$ cat config.mk
export PLATFORM = sky130hd
export DESIGN_NAME = i2s_bclk_gen
export DESIGN_NICKNAME = d
export VERILOG_FILES = /design/src/rtl/i2s_clk_pkg.sv /design/src/rtl/i2s_ratio_sel.sv /design/src/rtl/i2s_pre_div.sv /design/src/rtl/i2s_bit_div.sv /design/src/rtl/i2s_bclk_gen.sv
export SDC_FILE = /design/constraint.sdc
export NUM_CORES = 1
export LEC_CHECK = 0
export BUFFER_PORTS_ARGS = -buffer_cell sky130_fd_sc_hd__buf_2
export CAP_MARGIN = 20
export CORE_MARGIN = 4
export CORE_UTILIZATION = 30
export CTS_CLUSTER_SIZE = 20
export DETAILED_ROUTE_END_ITERATION = 12
export SYNTH_ARGS = -nofsm -noshare
export SYNTH_HDL_FRONTEND = slang
export SYNTH_HIERARCHICAL = 1
export SYNTH_SLANG_ARGS = --single-unit
$ cat constraint.sdc
create_clock -name clk -period 0.9 [get_ports clk]
set_clock_uncertainty 0.2 [all_clocks]
set_input_delay 0.135 -clock clk [delete_from_list [all_inputs] [get_ports clk]]
set_output_delay 0.135 -clock clk [all_outputs]
set_load 0.1 [all_outputs]
$ cat src/rtl/i2s_clk_pkg.sv
package i2s_clk_pkg;
  localparam int unsigned MCLK_PER_FS  = 256;
  localparam int unsigned CH_BITS_SHORT = 16;
  localparam int unsigned CH_BITS_LONG  = 32;
  // master-clock periods per bit: one frame holds two channels
  localparam int unsigned MPB_SHORT = MCLK_PER_FS / (2 * CH_BITS_SHORT);
  localparam int unsigned MPB_LONG  = MCLK_PER_FS / (2 * CH_BITS_LONG);
  localparam int unsigned MPB_W     = $clog2(MPB_SHORT);
  localparam int unsigned BITCNT_W  = $clog2(CH_BITS_LONG);

  typedef enum logic [1:0] {
    FMT_PHILIPS = 2'd0,
    FMT_LEFT    = 2'd1,
    FMT_RIGHT   = 2'd2,
    FMT_PCM     = 2'd3
  } frame_fmt_e;
endpackage

$ cat src/rtl/i2s_ratio_sel.sv
module i2s_ratio_sel #(
  parameter int DIV_W = 8,
  parameter int RW    = DIV_W + 2
) (
  input  logic [DIV_W-1:0] div_field,
  input  logic             odd_bit,
  input  logic             pcm,
  output logic [RW-1:0]    ratio
);
  logic [RW-1:0] field_eff;

  always_comb begin
    // a field below 2 would stop the clock or pass the source through
    if (div_field < DIV_W'(2)) field_eff = RW'(2);
    else                       field_eff = RW'(div_field);
    if (pcm) ratio = field_eff + RW'(odd_bit);
    else     ratio = (field_eff << 1) + RW'(odd_bit);
  end
endmodule

$ cat src/rtl/i2s_pre_div.sv
module i2s_pre_div #(
  parameter int RW = 10
) (
  input  logic          clk,
  input  logic          rst_n,
  input  logic          en,
  input  logic          tick,
  input  logic          mclk_en,
  input  logic [RW-1:0] ratio,
  output logic          wrap,
  output logic [RW-1:0] cnt_nxt,
  output logic          mclk_o
);
  logic [RW-1:0] cnt_q;
  logic [RW-1:0] hi_len;
  logic          mclk_nxt;

  always_comb begin
    hi_len = ratio - (ratio >> 1);
    wrap   = en & tick & (cnt_q >= ratio - RW'(1));
    if (!en)       cnt_nxt = '0;
    else if (wrap) cnt_nxt = '0;
    else if (tick) cnt_nxt = cnt_q + RW'(1);
    else           cnt_nxt = cnt_q;
    mclk_nxt = en & mclk_en & (cnt_nxt < hi_len);
  end

  always_ff @(posedge clk or negedge rst_n) begin
    if (!rst_n) begin
      cnt_q  <= '0;
      mclk_o <= 1'b0;
    end else begin
      cnt_q  <= cnt_nxt;
      mclk_o <= mclk_nxt;
    end
  end

  a_r8_restart_zero: assert property (@(posedge clk) disable iff (!rst_n)
    $rose(en) |-> (cnt_q == '0));

  a_r5_mclk_quiet: assert property (@(posedge clk) disable iff (!rst_n)
    !mclk_en |=> !mclk_o);
endmodule

$ cat src/rtl/i2s_bit_div.sv
module i2s_bit_div
  import i2s_clk_pkg::*;
#(
  parameter int RW = 10
) (
  input  logic          clk,
  input  logic          rst_n,
  input  logic          en,
  input  logic          pre_wrap,
  input  logic [RW-1:0] pre_cnt_nxt,
  input  logic [RW-1:0] ratio,
  input  logic          mclk_en,
  input  logic          ch_long,
  input  logic          cpol,
  output logic          bclk_o,
  output logic          bit_stb_o,
  output logic          word_stb_o
);
  logic [MPB_W-1:0]    sub_q, sub_nxt, sub_last, sub_half;
  logic [BITCNT_W-1:0] bcnt_q, bcnt_nxt, bcnt_last;
  logic [RW-1:0]       hi_len;
  logic                bit_end, word_end, active_half, bclk_nxt;

  always_comb begin
    sub_last  = ch_long ? MPB_W'(MPB_LONG - 1) : MPB_W'(MPB_SHORT - 1);
    sub_half  = ch_long ? MPB_W'(MPB_LONG / 2) : MPB_W'(MPB_SHORT / 2);
    bcnt_last = ch_long ? BITCNT_W'(CH_BITS_LONG - 1) : BITCNT_W'(CH_BITS_SHORT - 1);
    hi_len    = ratio - (ratio >> 1);

    if (mclk_en) bit_end = pre_wrap & (sub_q >= sub_last);
    else         bit_end = pre_wrap;

    if (!en || !mclk_en)    sub_nxt = '0;
    else if (bit_end)       sub_nxt = '0;
    else if (pre_wrap)      sub_nxt = sub_q + MPB_W'(1);
    else                    sub_nxt = sub_q;

    word_end = bit_end & (bcnt_q >= bcnt_last);
    if (!en)           bcnt_nxt = '0;
    else if (word_end) bcnt_nxt = '0;
    else if (bit_end)  bcnt_nxt = bcnt_q + BITCNT_W'(1);
    else               bcnt_nxt = bcnt_q;

    if (mclk_en) active_half = (sub_nxt >= sub_half);
    else         active_half = (pre_cnt_nxt >= hi_len);
    bclk_nxt = cpol ^ (en & active_half);
  end

  always_ff @(posedge clk or negedge rst_n) begin
    if (!rst_n) begin
      sub_q      <= '0;
      bcnt_q     <= '0;
      bclk_o     <= 1'b0;
      bit_stb_o  <= 1'b0;
      word_stb_o <= 1'b0;
    end else begin
      sub_q      <= sub_nxt;
      bcnt_q     <= bcnt_nxt;
      bclk_o     <= bclk_nxt;
      bit_stb_o  <= bit_end;
      word_stb_o <= word_end;
    end
  end

  a_r7_idle_level: assert property (@(posedge clk) disable iff (!rst_n)
    !en |=> (bclk_o == $past(cpol)));

  a_r9_word_on_bit: assert property (@(posedge clk) disable iff (!rst_n)
    word_stb_o |-> bit_stb_o);

  a_r3_no_back_to_back: assert property (@(posedge clk) disable iff (!rst_n)
    bit_stb_o |=> !bit_stb_o);
endmodule

$ cat src/rtl/i2s_bclk_gen.sv
module i2s_bclk_gen
  import i2s_clk_pkg::*;
#(
  parameter int DIV_W = 8
) (
  input  logic             clk,
  input  logic             rst_n,
  input  logic             enable,
  input  logic             ext_sel,
  input  logic             ext_tick,
  input  logic [DIV_W-1:0] div_field,
  input  logic             odd_bit,
  input  logic             mclk_en,
  input  logic             ch_long,
  input  logic [1:0]       std_mode,
  input  logic             cpol,
  output logic             bclk,
  output logic             bit_stb,
  output logic             word_stb,
  output logic             mclk
);
  localparam int RW = DIV_W + 2;

  logic [1:0]    rst_sync_q;
  logic          rst_int_n;
  logic          src_tick, pcm, pre_wrap;
  logic [RW-1:0] ratio, pre_cnt_nxt;

  always_ff @(posedge clk or negedge rst_n) begin
    if (!rst_n) rst_sync_q <= 2'b00;
    else        rst_sync_q <= {rst_sync_q[0], 1'b1};
  end
  assign rst_int_n = rst_sync_q[1];

  assign src_tick = ext_sel ? ext_tick : 1'b1;
  assign pcm      = (frame_fmt_e'(std_mode) == FMT_PCM);

  i2s_ratio_sel #(.DIV_W(DIV_W), .RW(RW)) u_ratio (
    .div_field (div_field),
    .odd_bit   (odd_bit),
    .pcm       (pcm),
    .ratio     (ratio)
  );

  i2s_pre_div #(.RW(RW)) u_pre (
    .clk     (clk),
    .rst_n   (rst_int_n),
    .en      (enable),
    .tick    (src_tick),
    .mclk_en (mclk_en),
    .ratio   (ratio),
    .wrap    (pre_wrap),
    .cnt_nxt (pre_cnt_nxt),
    .mclk_o  (mclk)
  );

  i2s_bit_div #(.RW(RW)) u_bit (
    .clk         (clk),
    .rst_n       (rst_int_n),
    .en          (enable),
    .pre_wrap    (pre_wrap),
    .pre_cnt_nxt (pre_cnt_nxt),
    .ratio       (ratio),
    .mclk_en     (mclk_en),
    .ch_long     (ch_long),
    .cpol        (cpol),
    .bclk_o      (bclk),
    .bit_stb_o   (bit_stb),
    .word_stb_o  (word_stb)
  );

  a_r1_reset_quiet: assert property (@(posedge clk)
    !rst_n |-> (!bclk && !bit_stb && !word_stb && !mclk));
endmodule

* Yosys cells after proc, flatten, opt, wreduce, memory -nomap -nowiden
Index checks and enable logic that the tools add are counted.
** Word-level totals
- Input bits :: 19
- Word-level logic and storage cells :: 52
- Flip-flop bits (word level) :: 24
- Output and inout port bits :: 4
** Operators by class
- Equal/unequal tests :: 2
- Muxes and demuxes :: 17
- Add/subtract/negate cells :: 7
- Bitwise operators :: 8
- Reduce and logical (&&, ||, !) cells :: 3
- $lt $le $gt $ge :: 7
** Operators with widths (count)
- 10-bit 2-to-1 mux :: 4
- 10-bit greater-or-equal comparator :: 2
- 5-bit 2-to-1 mux :: 4
- 3-bit 2-to-1 mux :: 5
- 10-bit by 1-bit adder with 10-bit output :: 1
- 10-bit by 1-bit adder with 10-bit output, second input constant :: 1
- 10-bit less-than comparator :: 1
- 10-bit by 1-bit subtractor with 10-bit output, second input constant :: 1
- 10-bit by 9-bit subtractor with 10-bit output :: 1
- 8-bit by 1-bit adder with 9-bit output :: 1
- 8-bit by 2-bit less-than comparator with 1-bit output, second input constant :: 1
- 8-bit 2-to-1 mux :: 1
- 1-bit bitwise AND :: 7
- 3-bit greater-or-equal comparator :: 2
- 5-bit by 1-bit adder with 5-bit output, second input constant :: 1
- 5-bit greater-or-equal comparator :: 1
- 3-bit by 1-bit adder with 3-bit output, second input constant :: 1
- 1-bit 2-to-1 mux :: 3
- 3-bit by 1-bit != test with 1-bit output, second input constant :: 1
- 2-bit equality test, second input constant :: 1
- 1-bit zero test :: 2
- 1-bit logical OR :: 1
- 1-bit XOR :: 1

* Logic depth before layout (Yosys ltp)
Gate-level depths: netlist of the first run.
- Word-level depth :: 15
- Depth in mapped cells :: 32
- Mapped depth without buffers :: 32

* By module
The synthesis of the first run kept the hierarchy.
** By module, submodules not included
- i2s_pre_div :: cells each 206, area an instance 1687.9 sq um, instances 1, seq. area each 275.3 sq um
- i2s_bit_div :: cells each 139, area an instance 1227.4 sq um, instances 1, seq. area each 275.3 sq um
- i2s_ratio_sel :: cells each 45, area an instance 274.0 sq um, instances 1, seq. area each 0.0 sq um
- i2s_bclk_gen :: cells each 5, area an instance 66.3 sq um, instances 1, seq. area each 50.0 sq um

* Least setup slack after synthesis of the first run
Ideal clock, no wire load.
- Path type :: in2reg
- Start point :: input port div_field[5]
- End point :: register u_bit.bclk_o
- Setup time :: 0.080 ns
- Required time :: 0.620 ns
- Arrival time :: 5.723 ns
- Stages :: 31
- Slack :: -5.103 ns
- Path buffers :: 0
- Cells stage by stage :: or4_4 > o41ai_1 > inv_1 > ha_1 > ha_1 > nand2_1 > a21oi_1 > a31oi_1 > inv_1 > ha_1 > nand2_1 > nand2_1 > a21boi_0 > nand3_1 > xnor2_1 > ha_1 > nand4_1 > o41a_1 > a21oi_4 > and2_1 > o31ai_4 > inv_2 > nor2_2 > nand2_1 > nor2_1 > ha_1 > nand3b_1 > a2111oi_0 > a21oi_1 > nand3_1 > xnor2_1
** On the way
- Cells in the longest elaborated chain, start to end :: 15
- Elaborated cells on any way between the ends :: 21
- Classes of those cells :: add/sub: 4; order compare: 4; mux: 9; bitwise: 4
** RTL lines
- start, declared :: RTL line i2s_bclk_gen.sv:11 : input logic [DIV_W-1:0] div_field,
- 8-bit by 2-bit less-than comparator with 1-bit output * :: RTL line i2s_ratio_sel.sv:14 : if (div_field < DIV_W'(2)) field_eff = RW'(2);
- 8-bit 2-to-1 mux * :: RTL line i2s_ratio_sel.sv:14
- 10-bit by 1-bit adder with 10-bit output or 8-bit by 1-bit adder with 9-bit output (tied branches) :: RTL line i2s_ratio_sel.sv:17, i2s_ratio_sel.sv:16
- 10-bit 2-to-1 mux * :: RTL line i2s_ratio_sel.sv:16 : if (pcm) ratio = field_eff + RW'(odd_bit);
- net ratio[2] :: RTL line i2s_bclk_gen.sv:27 : logic [RW-1:0] ratio, pre_cnt_nxt;
- 10-bit by 1-bit subtractor with 10-bit output * :: RTL line i2s_pre_div.sv:20 : wrap = en & tick & (cnt_q >= ratio - RW'(1));
- 10-bit greater-or-equal comparator * :: RTL line i2s_pre_div.sv:20
- 1-bit bitwise AND * :: RTL line i2s_pre_div.sv:20
- net pre_wrap :: RTL line i2s_bclk_gen.sv:26 : logic src_tick, pcm, pre_wrap;
- (+2 left out)
- net u_bit.bit_end :: RTL line i2s_bit_div.sv:22 : logic bit_end, word_end, active_half, bclk_nxt;
- 3-bit 2-to-1 mux * :: RTL line i2s_bit_div.sv:34 : else if (bit_end) sub_nxt = '0;
- 3-bit 2-to-1 mux * :: RTL line i2s_bit_div.sv:33 : if (!en || !mclk_en) sub_nxt = '0;
- net u_bit.sub_nxt[2] :: RTL line i2s_bit_div.sv:19 : logic [MPB_W-1:0] sub_q, sub_nxt, sub_last, sub_half;
- 3-bit greater-or-equal comparator * :: RTL line i2s_bit_div.sv:44 : if (mclk_en) active_half = (sub_nxt >= sub_half);
- 1-bit 2-to-1 mux * :: RTL line i2s_bit_div.sv:44
- 1-bit bitwise AND * :: RTL line i2s_bit_div.sv:46 : bclk_nxt = cpol ^ (en & active_half);
- 1-bit XOR * :: RTL line i2s_bit_div.sv:46
- net u_bit.bclk_nxt :: RTL line i2s_bit_div.sv:22
- end signal, assigned :: RTL line i2s_bit_div.sv:59 : bclk_o <= bclk_nxt;
- end, declared :: RTL line i2s_bit_div.sv:15 : output logic bclk_o,
Mark *: on every way through the listed nets, which the timed path passes. The rest lies on a longest branch.
A chain may end at the register's enable or synchronous reset.

* Worst setup path in the final report of the first run
- Start point :: input port div_field[4]
- End point :: register u_bit.bclk_o
** On the way
- Cells in the longest elaborated chain, start to end :: 15
- Elaborated cells on any way between the ends :: 21
- Classes of those cells :: add/sub: 4; order compare: 4; mux: 9; bitwise: 4
** RTL lines (RTL line)
- 8-bit by 2-bit less-than comparator with 1-bit output * :: i2s_ratio_sel.sv:14
- 8-bit 2-to-1 mux * :: i2s_ratio_sel.sv:14
- 10-bit by 1-bit adder with 10-bit output or 8-bit by 1-bit adder with 9-bit output (tied branches) :: i2s_ratio_sel.sv:17, i2s_ratio_sel.sv:16
- 10-bit 2-to-1 mux * :: i2s_ratio_sel.sv:16
- net ratio[2] :: i2s_bclk_gen.sv:27
- 10-bit by 1-bit subtractor with 10-bit output * :: i2s_pre_div.sv:20
- 10-bit greater-or-equal comparator * :: i2s_pre_div.sv:20
- 1-bit bitwise AND * :: i2s_pre_div.sv:20
- net pre_wrap :: i2s_bclk_gen.sv:26
- parallel branches: the longest is 5 deep, another holds 10-bit greater-or-equal comparator
- 1-bit 2-to-1 mux * :: i2s_bit_div.sv:44
- 1-bit bitwise AND * :: i2s_bit_div.sv:46
- 1-bit XOR * :: i2s_bit_div.sv:46
- net u_bit.bclk_nxt :: i2s_bit_div.sv:22
Mark *: on every way through the listed nets, which the timed path passes.

==> results.sh, run 1 <==
export IMPL_setup_tns_ps=-81340
export IMPL_path_clk_slew_ps=90
export IMPL_place_hpwl_um=7430
export IMPL_fp_dieArea_um2=12600
export IMPL_crit_family="compound AO/OA/AOI/OAI gates"
export IMPL_ys_flop_type="dfrtp_1"
export IMPL_end_kind="flip-flop"
export IMPL_htreeDepth=1
export IMPL_preCtsSetupSlack_ps=-4810
export IMPL_slew_viol_final=0
export IMPL_worst_path_max_fanout=5
export IMPL_setup_ws_ps=-4450
export IMPL_clock_latency_ps=270
export IMPL_hold_path_class="in2reg"
export IMPL_ys_async_sr_fraction=1.00
export IMPL_die_x_um=112
export IMPL_fin_crit_sh=5.95
export IMPL_worst_path_buf_inv=5
export IMPL_place_area_um2=4720
export IMPL_final_common_cell="buf_4"
export IMPL_diodes=0
export IMPL_dr_total_vias=3369
export IMPL_crit_type="in2reg"
export IMPL_layoutNonFillerInstCount=697
export IMPL_powerDensity_nw_per_um2=953
export IMPL_max_stage_delay_ps=520
export IMPL_yosys_warnings=6
export IMPL_failed_checks="hold timing, setup timing"
export IMPL_core_rowCount=37
export IMPL_grt_total_usage=0.145
export IMPL_cp_arrival_ps=5350
export IMPL_synth_area_um2=3260
export IMPL_synth_distinct_cells=61
export IMPL_ys_seq_elements=24
export IMPL_cap_violations=0
export IMPL_ir_drop_mv=0.554
export IMPL_clockBufferDepth=2
export IMPL_drc_errors=0
export IMPL_drive_gt1_frac=0.442
export IMPL_rsz0062_at_grt="true"
export IMPL_drt_iter0_drc=109
export IMPL_r2r_cells=14
export IMPL_ctsHoldBuffers=1
export IMPL_synth_avg_cell_area_um2=8.24
export IMPL_io_pin_count=23
export IMPL_holdPathEnd="u_bit/bclk_o$_DFF_PN0_"
export IMPL_antenna_found_initial=0
export IMPL_ff2ff_setup_slack_ps=-2400
export IMPL_cp_start_kind="input port"
export IMPL_synth_top_cell_by_area="ha_1"
export IMPL_crit_top_cell="ha_4"
export IMPL_synth_edf_count=0
export IMPL_r2r_start="u_pre/cnt_q[7]$_DFF_PN0_"
export IMPL_synth_area_leaders="ha_1 26%, dfrtp_1 18%, xnor2_1 5.9%, inv_1 4.8%, nand2_1 4.6%"
export IMPL_drtAntennaViolNets=0
export IMPL_cts_tree="yes"
export IMPL_firstDrtPassIters=4
export IMPL_viasPerCell=4.83
export IMPL_cp_depth=30
export IMPL_min_period_ps=5350
export IMPL_cp_slowest_cell="or4_4"
export IMPL_grt_max_degree=23
export IMPL_gp_congestion=0.855
export IMPL_core_um2=10500
export IMPL_r2r_end="u_bit/bclk_o$_DFF_PN0_"
export IMPL_finalHoldViolCount=3
export IMPL_grt_pass1_vias=3456
export IMPL_die_y_um=112
export IMPL_holdPathStages=2
export IMPL_netlist_instances=395
export IMPL_clkSinkCount=24
export IMPL_area_growth_pct=59.6
export IMPL_yosysSeqAreaShare=0.184
export IMPL_outcome="complete, but fails checks"
export IMPL_fillers=1024
export IMPL_yosysTopAreaCellShare=0.261
export IMPL_final_cell_mix="137 x buf_4, 60 x ha_1, 38 x inv_1"
export IMPL_min_from="cpol"
export IMPL_setup_violations=26
export IMPL_cts_root_buffer="clkbuf_8"
export IMPL_io_buffers=22
export IMPL_nNetsFinal=651
export IMPL_cts_buffers=3
export IMPL_p_leak_nw=2.56
export IMPL_place_inst=677
export IMPL_grt_remaining_overflow=0
export IMPL_cp_required_ps=900
export IMPL_final_area_um2=5200
export IMPL_grt_first_pass_wirelength_um=15500
export IMPL_start_util=0.311
export IMPL_wirelength_um=9200
export IMPL_fmax_mhz=187
export IMPL_synth_fp_nets=484
export IMPL_holdWs_ps=-174
export IMPL_wl_per_cell_um=13.2
-- sequential cells by signal (all words and copies together), names as in the netlist --
name,flops
u_pre/cnt_q,10
u_bit/bcnt_q,5
u_bit/sub_q,3
rst_sync_q,2
u_bit/bclk_o,1
u_bit/bit_stb_o,1
u_bit/word_stb_o,1
u_pre/mclk_o,1
-- cell usage after synthesis, types with 3 or more instances --
library cell and n:
xnor2_1 22, o211ai_1 6, and2_1 3, mux2i_1 3, nand2b_1 6, o21a_1 4
xor2_1 13, inv_1 42, a31oi_1 3, a211oi_1 4, nor2_1 32, dfrtp_1 24
and3_1 5, o21ai_0 16, a21o_1 5, or2_2 3, nand3_1 14, a21oi_1 20
nand2_1 40, ha_1 68, nand4_1 5
-- what timing repair did --
item                                    CTS  global route
pin swaps                                30            27
endpoints found under the setup margin   26            26
hold endpoints to repair                  3             3
buffers inserted                          8             9
resized for setup                        22            40
-- worst max-delay path by stage --
stage	from	to	slack [ps]
floorplan	div_field[2]	u_bit/bclk_o$_DFF_PN0_	-4530
global placement	div_field[2]	u_bit/bclk_o$_DFF_PN0_	-4690
detailed placement	div_field[2]	u_bit/bclk_o$_DFF_PN0_	-4810
CTS	div_field[5]	u_bit/bclk_o$_DFF_PN0_	-4350
global route	div_field[5]	u_bit/bclk_o$_DFF_PN0_	-4720
finish	div_field[4]	u_bit/bclk_o$_DFF_PN0_	-4450
-- cells by family (layout without fill, tap and decap cells) --
family	Yosys count	count (layout)	synth area share
DFF	24	24	0.184
buffers and inverters	46	212	0.0542
muxes	4	4	0.0127
and+or+nand+nor	129	129	0.196
adders and majority gates	70	70	0.274
AOI/OAI and AO/OA	85	85	0.183
xor gates and xnor gates	35	35	0.0942
other	2	2	0.00231
-- per-layer routing --
layer | routed length (um) | part of all wire | up-vias | GRT usage
met1 | 4020 | 0.44 | 1584 | 0.176
met3 | 200 | 0.022 | 12 | 0.0113
li1 | - | - | 1723 | -
met5 | 0 | 0 | - | 0
met2 | 4850 | 0.53 | 50 | 0.277
met4 | 138 | 0.015 | 0 | 0.0321
-- cell type report --
type	count	area, um2	share of cell area
timing repair buffer	165	1280	0.246
tap	136	170	0.0327
clock inverter	1	30.0	0.00578
clock buffer	3	41.3	0.00795
sequential	24	617	0.119
inverter	43	164	0.0315
multi-input combinational	325	2890	0.557
-- power breakdown --
group	leakage [nW]	switching (mW)	internal, mW
logic	2.21	1.44	1.40
registers	0.317	0.0189	1.11
clock network	0.0357	0.377	0.595
-- worst reg2reg max path, cell delays in order, from the launching register on --
cell	delay, ps
dfrtp_1	420
ha_1	320
nand4_1	120
o41a_1	450
a21oi_4	230
and2_4	200
buf_6	110
mux2i_4	220
or2_4	150
ha_4	120
nand3b_1	130
a2111oi_4	310
a21oi_2	60
nand3_1	100
xnor2_1	110
-- metrics by stage --
stage | utilization | power [mW]
2_1_floorplan | - | 2.67
3_3_place_gp | 0.451 | 3.68
3_5_place_dp | 0.451 | 3.77
4_1_cts | 0.473 | 4.80
5_1_grt | 0.497 | 5.33
6_report | 0.497 | 4.95
Note: power is estimated with default switching activity, not from simulation.
==> run 2, diff against run 1 <==
--- a/config.mk
+++ b/config.mk
@@ -7,10 +7,14 @@
 export LEC_CHECK = 0
 export BUFFER_PORTS_ARGS = -buffer_cell sky130_fd_sc_hd__buf_2
 export CAP_MARGIN = 20
+export CELL_PAD_IN_SITES_DETAIL_PLACEMENT = 2
+export CELL_PAD_IN_SITES_GLOBAL_PLACEMENT = 2
 export CORE_MARGIN = 4
 export CORE_UTILIZATION = 30
 export CTS_CLUSTER_SIZE = 20
 export DETAILED_ROUTE_END_ITERATION = 12
+export PLACE_DENSITY_LB_ADDON = 0.1
+export RECOVER_POWER = 50
 export SYNTH_ARGS = -nofsm -noshare
 export SYNTH_HDL_FRONTEND = slang
 export SYNTH_HIERARCHICAL = 1
==> run 2 against run 1 <==
Effect of this change:
- critical path depth up 2
- register-to-register slack worse by 410 ps
- die area is the same
- count of clock-buffer cells in the layout stayed put
- sequential share of layout area decreased by 0.25 points
- via count increased by 12%
- design area increased by 2.2%
- global-route usage increased by 8.1 points
- the flow still finishes with violations (hold timing, setup timing)
- first-iteration DRC count up 22%
- critical path type unchanged
- worst hold slack better by 38 ps
==> results.sh, run 2 (same netlist as run 1, synthesis figures left out) <==
export IMPL_grt_total_usage=0.226
export IMPL_setup_ws_ps=-4820
export IMPL_drtAntennaViolNets=0
export IMPL_max_stage_delay_ps=560
export IMPL_cts_buffers=3
export IMPL_min_period_ps=5720
export IMPL_wl_per_cell_um=24.2
export IMPL_firstDrtPassIters=4
export IMPL_clockBufferDepth=2
export IMPL_hold_path_class="in2reg"
export IMPL_fp_dieArea_um2=12600
export IMPL_top_layer="met4"
export IMPL_ir_drop_mv=0.563
export IMPL_drt_iter0_drc=133
export IMPL_crit_family="compound AO/OA/AOI/OAI gates"
export IMPL_slew_viol_final=0
export IMPL_viasPerCell=5.38
export IMPL_clkSinkCount=24
export IMPL_max_flop_register="u_pre/cnt_q"
export IMPL_core_um2=10500
export IMPL_wl_met2_um=9290
export IMPL_wl_met1_um=6580
export IMPL_cp_slowest_cell="or4_4"
export IMPL_diodes=0
export IMPL_holdWs_ps=-136
export IMPL_place_hpwl_um=11000
export IMPL_clock_latency_ps=290
export IMPL_grt_pass1_vias=4232
export IMPL_cp_start_kind="input port"
export IMPL_gp_congestion=0.792
export IMPL_start_util=0.311
export IMPL_p_leak_nw=2.62
export IMPL_final_common_cell="buf_4"
export IMPL_powerDensity_nw_per_um2=1050
export IMPL_io_buffers=22
export IMPL_setup_violations=26
export IMPL_final_cell_mix="136 x buf_4, 59 x ha_1, 36 x inv_1"
export IMPL_cts_root_buffer="clkbuf_8"
export IMPL_crit_top_cell="ha_4"
export IMPL_place_area_um2=4750
export IMPL_area_growth_pct=63.1
export IMPL_cp_depth=32
export IMPL_worst_pin_slew_ps=661
export IMPL_end_kind="flip-flop"
export IMPL_fin_crit_sh=6.35
export IMPL_rsz0062_at_grt="true"
export IMPL_met3RoutedLength_um=492
export IMPL_outcome="complete, but fails checks"
export IMPL_core_rowCount=37
export IMPL_worst_path_max_fanout=5
export IMPL_preCtsSetupSlack_ps=-5030
export IMPL_grt_first_pass_wirelength_um=22700
export IMPL_htreeDepth=1
export IMPL_largest_reg_flops=10
export IMPL_r2r_cells=17
export IMPL_fmax_mhz=175
export IMPL_crit_type="in2reg"
export IMPL_drive_gt1_frac=0.459
export IMPL_cap_violations=0
export IMPL_failed_checks="hold timing, setup timing"
export IMPL_slew_headroom=0.553
export IMPL_die_x_um=112
export IMPL_wirelength_um=17000
export IMPL_cp_arrival_ps=5700
export IMPL_drc_errors=0
export IMPL_ctsHoldBuffers=1
export IMPL_grt_max_degree=23
export IMPL_antenna_found_initial=0
export IMPL_final_area_um2=5310
export IMPL_finalHoldViolCount=1
export IMPL_cts_tree="yes"
export IMPL_dr_total_vias=3782
export IMPL_cp_required_ps=890
export IMPL_top_regs="u_pre/cnt_q (10), u_bit/bcnt_q (5), u_bit/sub_q (3)"
export IMPL_nNetsFinal=657
export IMPL_io_pin_count=23
export IMPL_holdPathStages=2
export IMPL_path_clk_slew_ps=110
export IMPL_die_y_um=112
export IMPL_worst_path_buf_inv=8
export IMPL_grt_remaining_overflow=0
==> run 2: timing repair <==
item                                   CTS  global route
setup endpoints to repair               26            26
resized for setup                       36            44
endpoints found under the hold margin    3             3
setup buffers                            5            14
pin swaps                               34            15
==> run 2: per-layer routing <==
layer  track usage  vias to the layer above
li1              -                     1737
met1         0.277                     1912
met2         0.434                       94
met3        0.0194                       39
met4        0.0329                        0
met5             0                        -
==> run 2: worst paths after layout <==
kind	from	end	slack, ps
setup / recovery	div_field[5]	u_bit/bclk_o$_DFF_PN0_	-4820
min in group asynchronous	rst_n	rst_sync_q[0]$_DFF_PN0_	10
max in group asynchronous	rst_sync_q[1]$_DFF_PN0_	u_pre/mclk_o$_DFF_PN0_	110
setup reg to reg	u_pre/cnt_q[7]$_DFF_PN0_	u_bit/bclk_o$_DFF_PN0_	-2810
hold reg to reg	rst_sync_q[1]$_DFF_PN0_	u_pre/cnt_q[8]$_DFF_PN0_	70
hold / removal	cpol	u_bit/bclk_o$_DFF_PN0_	-140
==> run 2: power by group <==
| group | internal, mW | switching [mW] |
|---|---|---|
| Clock | 0.597 | 0.438 |
| Combinational | 1.53 | 1.86 |
| Sequential | 1.11 | 0.0196 |
==> run 2: cell type report <==
class	count	area (um2)
multi-input cells	325	2940
fillers	1128	5150
well taps	136	170
repair buffers	171	1340
flip-flops and latches	24	617
clock inverters	1	30.0
inverters	43	166
clock buffers	3	41.3
==> run 2: stage by stage <==
stage / util / setup TNS [ps] / hold slack [ps] / power [mW] / std cells
after floorplan: - / -77060 / -361 / 2.67 / 395
after global placement: 0.454 / -86480 / -280 / 3.83 / 681
after detailed placement: 0.454 / -89970 / -276 / 4.00 / 681
after CTS: 0.481 / -80300 / -140 / 5.19 / 691
after global routing: 0.507 / -88070 / -144 / 5.92 / 703
final: 0.507 / -85770 / -136 / 5.56 / 703
